--- config.mk ---
export PLATFORM = sky130hd
export DESIGN_NAME = srs_top
export DESIGN_NICKNAME = d
export VERILOG_FILES = /design/src/rtl/srs_pkg.sv /design/src/rtl/srs_rst_sync.sv /design/src/rtl/srs_msg_store.sv /design/src/rtl/srs_tx_ctrl.sv /design/src/rtl/srs_rx_pack.sv /design/src/rtl/srs_top.sv
export SDC_FILE = /design/constraint.sdc
export NUM_CORES = 1
export LEC_CHECK = 0
export BUFFER_PORTS_ARGS = -buffer_cell sky130_fd_sc_hd__buf_4
export CAP_MARGIN = 20
export CORE_ASPECT_RATIO = 1.5
export CORE_MARGIN = 5
export CORE_UTILIZATION = 35
export CTS_CLUSTER_DIAMETER = 150
export DETAILED_ROUTE_END_ITERATION = 10
export HOLD_SLACK_MARGIN = 0.1
export MAX_ROUTING_LAYER = met4
export PLACE_DENSITY_LB_ADDON = 0.08
export SLEW_MARGIN = 5
export SYNTH_ARGS = -nofsm -noshare
export SYNTH_HDL_FRONTEND = slang
export SYNTH_SLANG_ARGS = --single-unit
--- constraint.sdc ---
create_clock -name clk -period 11.35 [get_ports clk]
set_input_delay 0 -clock clk [delete_from_list [all_inputs] [get_ports clk]]
set_output_delay 0 -clock clk [all_outputs]
set_load 0.1 [all_outputs]
--- src/rtl/srs_pkg.sv ---
package srs_pkg;

  typedef enum logic [0:0] {
    S_IDLE = 1'b0,
    S_SEND = 1'b1
  } tx_state_e;

endpackage

--- src/rtl/srs_rst_sync.sv ---
module srs_rst_sync (
  input  logic clk,
  input  logic rst_ni,
  output logic rst_no
);

  logic [1:0] sync_q;

  always_ff @(posedge clk or negedge rst_ni) begin
    if (!rst_ni) sync_q <= '0;
    else         sync_q <= {sync_q[0], 1'b1};
  end

  assign rst_no = sync_q[1];

endmodule

--- src/rtl/srs_msg_store.sv ---
module srs_msg_store #(
  parameter int LANES  = 16,
  parameter int STAGES = 5,
  parameter int WDEPTH = 16,
  parameter int DDEPTH = 4,
  parameter int CNT_W  = 5
) (
  input  logic              clk,
  input  logic              rst_n,
  input  logic              wr_en,
  input  logic [LANES-1:0]  wr_data,
  input  logic              wr_last,
  input  logic [STAGES-1:0] wr_route,
  input  logic              pop,
  input  logic [CNT_W-1:0]  rd_idx,
  output logic              ready,
  output logic              has_pkt,
  output logic [CNT_W-1:0]  head_len,
  output logic [STAGES-1:0] head_route,
  output logic [LANES-1:0]  rd_word
);

  localparam int AW  = (WDEPTH > 1) ? $clog2(WDEPTH) : 1;
  localparam int DAW = (DDEPTH > 1) ? $clog2(DDEPTH) : 1;
  localparam int UW  = $clog2(WDEPTH + 1);
  localparam int DCW = $clog2(DDEPTH + 1);

  logic [LANES-1:0]  mem    [WDEPTH];
  logic [CNT_W-1:0]  dlen   [DDEPTH];
  logic [STAGES-1:0] droute [DDEPTH];

  logic [AW-1:0]    wp_q, wp_d, hp_q, hp_d;
  logic [UW-1:0]    used_q, used_d;
  logic [CNT_W-1:0] cur_q, cur_d;
  logic [DAW-1:0]   dw_q, dw_d, dr_q, dr_d;
  logic [DCW-1:0]   dc_q, dc_d;
  logic             msg_end;

  assign msg_end = wr_en && wr_last;

  always_comb begin
    wp_d   = wr_en ? wp_q + AW'(1) : wp_q;
    cur_d  = wr_en ? (wr_last ? '0 : cur_q + CNT_W'(1)) : cur_q;
    hp_d   = pop ? hp_q + AW'(head_len) : hp_q;
    used_d = used_q + UW'(wr_en) - (pop ? UW'(head_len) : '0);
    dw_d   = msg_end ? dw_q + DAW'(1) : dw_q;
    dr_d   = pop ? dr_q + DAW'(1) : dr_q;
    dc_d   = dc_q + DCW'(msg_end) - DCW'(pop);
  end

  always_ff @(posedge clk or negedge rst_n) begin
    if (!rst_n) begin
      wp_q   <= '0;
      hp_q   <= '0;
      used_q <= '0;
      cur_q  <= '0;
      dw_q   <= '0;
      dr_q   <= '0;
      dc_q   <= '0;
    end else if (wr_en || pop) begin
      wp_q   <= wp_d;
      hp_q   <= hp_d;
      used_q <= used_d;
      cur_q  <= cur_d;
      dw_q   <= dw_d;
      dr_q   <= dr_d;
      dc_q   <= dc_d;
    end
  end

  always_ff @(posedge clk) begin
    if (wr_en) mem[wp_q] <= wr_data;
    if (msg_end) begin
      dlen[dw_q]   <= cur_q + CNT_W'(1);
      droute[dw_q] <= wr_route;
    end
  end

  assign ready      = (used_q < UW'(WDEPTH)) && (dc_q < DCW'(DDEPTH));
  assign has_pkt    = (dc_q != '0);
  assign head_len   = dlen[dr_q];
  assign head_route = droute[dr_q];
  assign rd_word    = mem[hp_q + AW'(rd_idx)];


  no_overflow_chk: assert property (@(posedge clk) disable iff (!rst_n)
    wr_en |-> (used_q < UW'(WDEPTH)));


  pop_has_pkt_chk: assert property (@(posedge clk) disable iff (!rst_n)
    pop |-> (dc_q != '0));

endmodule

--- src/rtl/srs_tx_ctrl.sv ---
module srs_tx_ctrl
  import srs_pkg::*;
#(
  parameter int CNT_W     = 5,
  parameter int MIN_WORDS = 4,
  parameter int RETRY_W   = 4
) (
  input  logic               clk,
  input  logic               rst_n,
  input  logic               has_pkt,
  input  logic [CNT_W-1:0]   head_len,
  input  logic               nack,
  output logic               busy,
  output logic [CNT_W-1:0]   idx,
  output logic               pop,
  output logic [RETRY_W-1:0] retry_cnt
);

  localparam logic [CNT_W-1:0] MINW = CNT_W'(MIN_WORDS);

  tx_state_e          st_q, st_d;
  logic [CNT_W-1:0]   idx_q, idx_d;
  logic [RETRY_W-1:0] rty_q, rty_d;
  logic [CNT_W-1:0]   plen;
  logic               last_word;
  logic               en;

  assign plen      = (head_len < MINW) ? MINW : head_len;
  assign last_word = (idx_q == plen - CNT_W'(1));
  assign en        = (st_q == S_SEND) || has_pkt;

  always_comb begin
    st_d  = st_q;
    idx_d = idx_q;
    rty_d = rty_q;
    pop   = 1'b0;
    unique case (st_q)
      S_IDLE: begin
        if (has_pkt) begin
          st_d  = S_SEND;
          idx_d = '0;
        end
      end
      S_SEND: begin
        if (nack) begin
          idx_d = '0;
          if (rty_q != '1) rty_d = rty_q + RETRY_W'(1);
        end else if (last_word) begin
          pop   = 1'b1;
          st_d  = S_IDLE;
          idx_d = '0;
          rty_d = '0;
        end else begin
          idx_d = idx_q + CNT_W'(1);
        end
      end
      default: st_d = S_IDLE;
    endcase
  end

  always_ff @(posedge clk or negedge rst_n) begin
    if (!rst_n) begin
      st_q  <= S_IDLE;
      idx_q <= '0;
      rty_q <= '0;
    end else if (en) begin
      st_q  <= st_d;
      idx_q <= idx_d;
      rty_q <= rty_d;
    end
  end

  assign busy      = (st_q == S_SEND);
  assign idx       = idx_q;
  assign retry_cnt = rty_q;


  nack_restart_chk: assert property (@(posedge clk) disable iff (!rst_n)
    (st_q == S_SEND && nack) |=> (st_q == S_SEND && idx_q == '0));


  idle_nack_chk: assert property (@(posedge clk) disable iff (!rst_n)
    (st_q == S_IDLE && nack) |=> (rty_q == $past(rty_q)));


  retry_step_chk: assert property (@(posedge clk) disable iff (!rst_n)
    (st_q == S_SEND && nack && rty_q != '1) |=> (rty_q == $past(rty_q) + RETRY_W'(1)));


  gap_after_pop_chk: assert property (@(posedge clk) disable iff (!rst_n)
    pop |=> (st_q == S_IDLE));

endmodule

--- src/rtl/srs_rx_pack.sv ---
module srs_rx_pack #(
  parameter int LANES  = 16,
  parameter int STAGES = 5,
  parameter int PACK   = 2
) (
  input  logic                    clk,
  input  logic                    rst_n,
  input  logic                    rx_valid,
  input  logic [STAGES-1:0]       rx_route,
  input  logic [LANES-1:0]        rx_lanes,
  output logic                    out_valid,
  output logic [PACK*LANES-1:0]   out_word,
  output logic                    out_last,
  output logic [STAGES-1:0]       out_route
);

  localparam int PW = (PACK > 1) ? $clog2(PACK) : 1;
  localparam int OW = PACK * LANES;

  logic              s_valid_q;
  logic [LANES-1:0]  s_word_q;
  logic [STAGES-1:0] s_route_q;
  logic [PW-1:0]     cnt_q, cnt_d;
  logic [OW-1:0]     acc_q, acc_d, merged;
  logic              ov_q, ov_d, ol_q, ol_d;
  logic [OW-1:0]     ow_q, ow_d;
  logic [STAGES-1:0] or_q, or_d;
  logic              s_last;

  assign s_last = s_valid_q && !rx_valid;

  always_comb begin
    merged = acc_q;
    merged[cnt_q*LANES +: LANES] = s_word_q;
    acc_d = acc_q;
    cnt_d = cnt_q;
    ov_d  = 1'b0;
    ol_d  = 1'b0;
    ow_d  = ow_q;
    or_d  = or_q;
    if (s_valid_q) begin
      if (cnt_q == PW'(PACK - 1) || s_last) begin
        ov_d  = 1'b1;
        ol_d  = s_last;
        ow_d  = merged;
        or_d  = s_route_q;
        acc_d = '0;
        cnt_d = '0;
      end else begin
        acc_d = merged;
        cnt_d = cnt_q + PW'(1);
      end
    end
  end

  always_ff @(posedge clk or negedge rst_n) begin
    if (!rst_n) begin
      s_valid_q <= 1'b0;
      s_word_q  <= '0;
      s_route_q <= '0;
      cnt_q     <= '0;
      acc_q     <= '0;
      ov_q      <= 1'b0;
      ol_q      <= 1'b0;
      ow_q      <= '0;
      or_q      <= '0;
    end else begin
      s_valid_q <= rx_valid;
      if (rx_valid) begin
        s_word_q  <= rx_lanes;
        s_route_q <= rx_route;
      end
      cnt_q <= cnt_d;
      acc_q <= acc_d;
      ov_q  <= ov_d;
      ol_q  <= ol_d;
      ow_q  <= ow_d;
      or_q  <= or_d;
    end
  end

  assign out_valid = ov_q;
  assign out_word  = ow_q;
  assign out_last  = ol_q;
  assign out_route = or_q;


  rx_last_chk: assert property (@(posedge clk) disable iff (!rst_n)
    (s_valid_q && !rx_valid) |=> (out_valid && out_last));

endmodule

--- src/rtl/srs_top.sv ---
module srs_top #(
  parameter int LANES     = 16,
  parameter int STAGES    = 5,
  parameter int WDEPTH    = 16,
  parameter int DDEPTH    = 4,
  parameter int MIN_WORDS = 4,
  parameter int RETRY_W   = 4,
  parameter int PACK      = 2
) (
  input  logic                  clk,
  input  logic                  rst_ni,
  input  logic                  push_valid,
  output logic                  push_ready,
  input  logic [LANES-1:0]      push_data,
  input  logic                  push_last,
  input  logic [STAGES-1:0]     push_route,
  output logic                  tx_valid,
  output logic [STAGES-1:0]     tx_route,
  output logic [LANES-1:0]      tx_lanes,
  input  logic                  nack,
  output logic [RETRY_W-1:0]    retry_cnt,
  input  logic                  rx_valid,
  input  logic [STAGES-1:0]     rx_route,
  input  logic [LANES-1:0]      rx_lanes,
  output logic                  rx_word_valid,
  output logic [PACK*LANES-1:0] rx_word,
  output logic                  rx_word_last,
  output logic [STAGES-1:0]     rx_word_route
);

  localparam int MAXP  = (WDEPTH > MIN_WORDS) ? WDEPTH : MIN_WORDS;
  localparam int CNT_W = $clog2(MAXP + 1);

  logic              rst_n;
  logic              wr_en, pop, has_pkt, busy;
  logic [CNT_W-1:0]  head_len, idx;
  logic [STAGES-1:0] head_route;
  logic [LANES-1:0]  rd_word;

  srs_rst_sync u_rst (
    .clk    (clk),
    .rst_ni (rst_ni),
    .rst_no (rst_n)
  );

  assign wr_en = push_valid && push_ready;

  srs_msg_store #(
    .LANES (LANES), .STAGES (STAGES), .WDEPTH (WDEPTH),
    .DDEPTH(DDEPTH), .CNT_W (CNT_W)
  ) u_store (
    .clk        (clk),
    .rst_n      (rst_n),
    .wr_en      (wr_en),
    .wr_data    (push_data),
    .wr_last    (push_last),
    .wr_route   (push_route),
    .pop        (pop),
    .rd_idx     (idx),
    .ready      (push_ready),
    .has_pkt    (has_pkt),
    .head_len   (head_len),
    .head_route (head_route),
    .rd_word    (rd_word)
  );

  srs_tx_ctrl #(
    .CNT_W (CNT_W), .MIN_WORDS (MIN_WORDS), .RETRY_W (RETRY_W)
  ) u_ctrl (
    .clk       (clk),
    .rst_n     (rst_n),
    .has_pkt   (has_pkt),
    .head_len  (head_len),
    .nack      (nack),
    .busy      (busy),
    .idx       (idx),
    .pop       (pop),
    .retry_cnt (retry_cnt)
  );

  assign tx_valid = busy;
  assign tx_route = busy ? head_route : '0;
  assign tx_lanes = (busy && (idx < head_len)) ? rd_word : '0;

  srs_rx_pack #(
    .LANES (LANES), .STAGES (STAGES), .PACK (PACK)
  ) u_rx (
    .clk       (clk),
    .rst_n     (rst_n),
    .rx_valid  (rx_valid),
    .rx_route  (rx_route),
    .rx_lanes  (rx_lanes),
    .out_valid (rx_word_valid),
    .out_word  (rx_word),
    .out_last  (rx_word_last),
    .out_route (rx_word_route)
  );


  pop_ok_chk: assert property (@(posedge clk) disable iff (!rst_n)
    pop |-> (tx_valid && !nack));


  route_hold_chk: assert property (@(posedge clk) disable iff (!rst_n)
    (tx_valid && !pop) |=> (tx_valid && $stable(tx_route)));

endmodule

==> results.py <==
metrics = {
    "placed_design": {
        "portBuffers": 113,
        "place_inst": 1807,
        "dpl.hpwl_um": 24500,
        "gp_congestion": 0.730,
    },
    "timing": {
        "slew_headroom_pct": 32.9,
        "tightest_slew_ns": 1.01,
        "fmax_mhz": 187,
        "setup_tns_ns": 0,
        "drv_slew": 0,
        "rsz0062_at_grt": "no",
        "setup-violations-final": 0,
        "hold_viol_final": 0,
        "clock_skew_ns": 0.0234,
        "min_period_ns": 5.34,
        "hold-worst-slack_ns": 0.190,
        "finalCritPeriodShare_pct": 47.0,
    },
    "grt": {
        "overflow": 0,
        "antenna_found_initial": 0,
        "grt_max_degree": 67,
        "grt_pass1_vias": 10400,
        "gr-usage-all-layers_pct": 15.7,
        "grt_pass1_wl_um": 63600,
    },
    "finish": {
        "final_cells": 1959,
        "syn_to_final_growth_pct": 22.5,
        "regArea_um2": 12200,
        "fin_nets": 1345,
        "fill_cells": 4560,
        "drive_gt1_share_pct": 25.3,
        "diodes": 0,
        "multiInputGateArea_um2": 5160,
    },
    "min_path": {
        "min_path_type": "input port to flip-flop",
        "hold_end": "u_store.droute[1][1]",
        "min_path_cells": 2,
        "min_from": "push_route[1]",
    },
    "floorplan": {
        "start_util_pct": 35.3,
        "coreArea_um2": 49500,
        "dieArea_um2": 54700,
        "ioPinCount": 114,
        "num_rows": 100,
        "die_w_um": 193,
        "chipHeight_um": 284,
    },
    "worst_setup_path": {
        "worst-path-max-fanout": 13,
        "r2r_start": "u_store.dr_q[0]",
        "regToRegSetupSlack_ns": 6.01,
        "worstSetupPathType": "flip-flop to flip-flop",
        "reg2regPathDepth": 16,
        "crit_path_start_kind": "flip-flop",
        "crit_required_ns": 11.83,
        "worstReg2RegEnd": "u_store.used_q[4]",
        "worstPathArrival_ns": 5.82,
        "cp-end-kind": "flip-flop",
    },
    "logic_synthesis": {
        "synth_top_area_share_pct": 50.8,
        "synthArstFlopShare_pct": 30.7,
        "syn_avg_cell_area_um2": 16.4,
        "synth_nets": 1149,
        "synth_cell_type_count": 54,
        "synth_seq_area_share_pct": 69.5,
        "synth_top_cell_by_area": "edfxtp_1",
        "yosysMostFrequentCell": "edfxtp_1",
        "postSynthCellCount": 1065,
        "synth_edf_count": 296,
        "syn-cell-area_um2": 17500,
        "synth-main-ff-cell": "edfxtp_1",
        "ys_warn_count": 0,
        "synth_common_cells": "296 x edfxtp_1, 135 x nand2_1, 131 x dfrtp_1, 70 x mux4_2, 43 x o21ai_0",
        "postSynthRegisterBits": 427,
        "synth_area_leaders": "edfxtp_1 51%, dfrtp_1 19%, mux4_2 9.0%",
    },
    "clock_network": {
        "cts_resized": 0,
        "cts.sinks": 427,
        "h-tree-depth": 2,
        "cts_tree": "built",
        "cts_root_buf": "clkbuf_16",
        "clkTransAtPathRegs_ns": 0.06,
        "cts.path.max_buffers": 3,
        "cts_buffers": 44,
        "worstSkewPairLatency_ns": 0.56,
    },
    "route": {
        "drc": 0,
        "ant_nets": 0,
        "drt_iter0_drc": 389,
        "avgViaCountPerCell": 4.83,
        "wirelength_um": 41100,
        "wl_per_cell_um": 21.0,
        "drt_pre_antenna_iters": 4,
        "vias": 9468,
    },
    "outcome": {
        "outcome": "complete, no violations",
    },
    "job": {
        "drv_cap": 0,
    },
}
[placed cells by master, fill, tap and decap left out, drive strengths merged, types with 19 or more instances in the layout]
cell	Yosys	final
ha	32	32
clkbuf	36	63
o21ai	44	44
dlygate4sd3	0	70
nand3	24	24
edfxtp	296	296
nor2	19	19
mux4	74	74
mux2i	33	33
nand2	135	135
dfrtp	131	131
mux2	30	30
inv	27	30
and3	25	25
buf	16	131
and2	22	22
[timing repair]
item,CTS,global route
hold buffers,70,0
setup buffers,0,0
hold endpoints to repair,326,0
[layout make-up]
cell class / instances / share of cell area, %
Multi-Input combinational cell: 559 / 24.1
Inverter: 27 / 0.473
Clock buffer: 62 / 5.64
Timing Repair Buffer: 202 / 7.88
Sequential cell: 427 / 56.8
Tap cell: 663 / 3.87
Clock inverter: 19 / 1.24
[per-layer routing]
metal	share of wire, %	track usage, %	vias up
li1	-	-	4386
met5	0	-	-
met4	2.0	3.94	0
met3	3.7	2.23	50
met2	52	27.3	173
met1	42	19.2	4859
[through the flow]
step | worst slack, ns | cell area [um^2] | utilization [%]
after floorplan | 6.84 | 17500 | -
after global placement | 6.00 | 19200 | 38.9
after detailed placement | 5.92 | 19200 | 38.9
after CTS | 5.90 | 21400 | 43.2
after global routing | 5.59 | 21400 | 43.3
final | 6.01 | 21400 | 43.3
[critical path, stage by stage, from the launching register on]
cell and delay [ns]:
dfrtp_1 0.78, mux4_2 0.73, o31ai_4 0.31, ha_1 0.22, inv_1 0.06, o31ai_2 0.25, xor2_1 0.23, nand4_2 0.23
nor3_4 0.58, nand2_1 0.14, ha_1 0.34, fa_1 0.47, a21o_1 0.18, a21oi_1 0.17, xor2_1 0.23, xnor3_1 0.24
mux2i_1 0.13
[state kept, by name, indices dropped and copies added, names as in the netlist, 2 cells and up]
signal / cells
u_store.cur_q: 5
u_rx.s_route_q: 5
u_store.hp_q: 4
u_rx.acc_q: 32
u_store.dr_q: 2
u_store.droute: 20
u_rx.s_word_q: 16
u_ctrl.retry_cnt: 4
u_rst.sync_q: 2
u_store.dw_q: 2
u_store.used_q: 5
u_store.dlen: 20
u_rx.out_word: 32
u_store.wp_q: 4
u_ctrl.idx: 5
u_rx.out_route: 5
u_store.mem: 256
u_store.dc_q: 3
[worst max path at each step]
stage,slack [ns],start,endpoint
global route,5.59,u_store.dr_q[0],u_store.used_q[4]
finish,6.01,u_store.dr_q[0],u_store.used_q[4]
floorplan,6.84,u_store.dr_q[0],u_store.used_q[4]
global placement,6.00,u_store.dr_q[0],u_store.used_q[4]
CTS,5.90,u_store.dr_q[0],u_store.used_q[4]
detailed placement,5.92,u_store.dr_q[0],u_store.used_q[4]
[logic make-up after synthesis]
kind of cell             synth area share (%)
buffers and inverters                    1.84
multiplexers                             13.6
AO/OA/AOI/OAI                            3.31
adder cells (fa/ha/maj)                  2.75
other                                  0.0214
XOR/XNOR                                 1.53
AND/OR/NAND/NOR                          7.45
flip-flops                               69.5
Power is left out: the tool's default activity adds up to more than one toggle a clock period on the data nets, which glitch-free logic cannot reach.
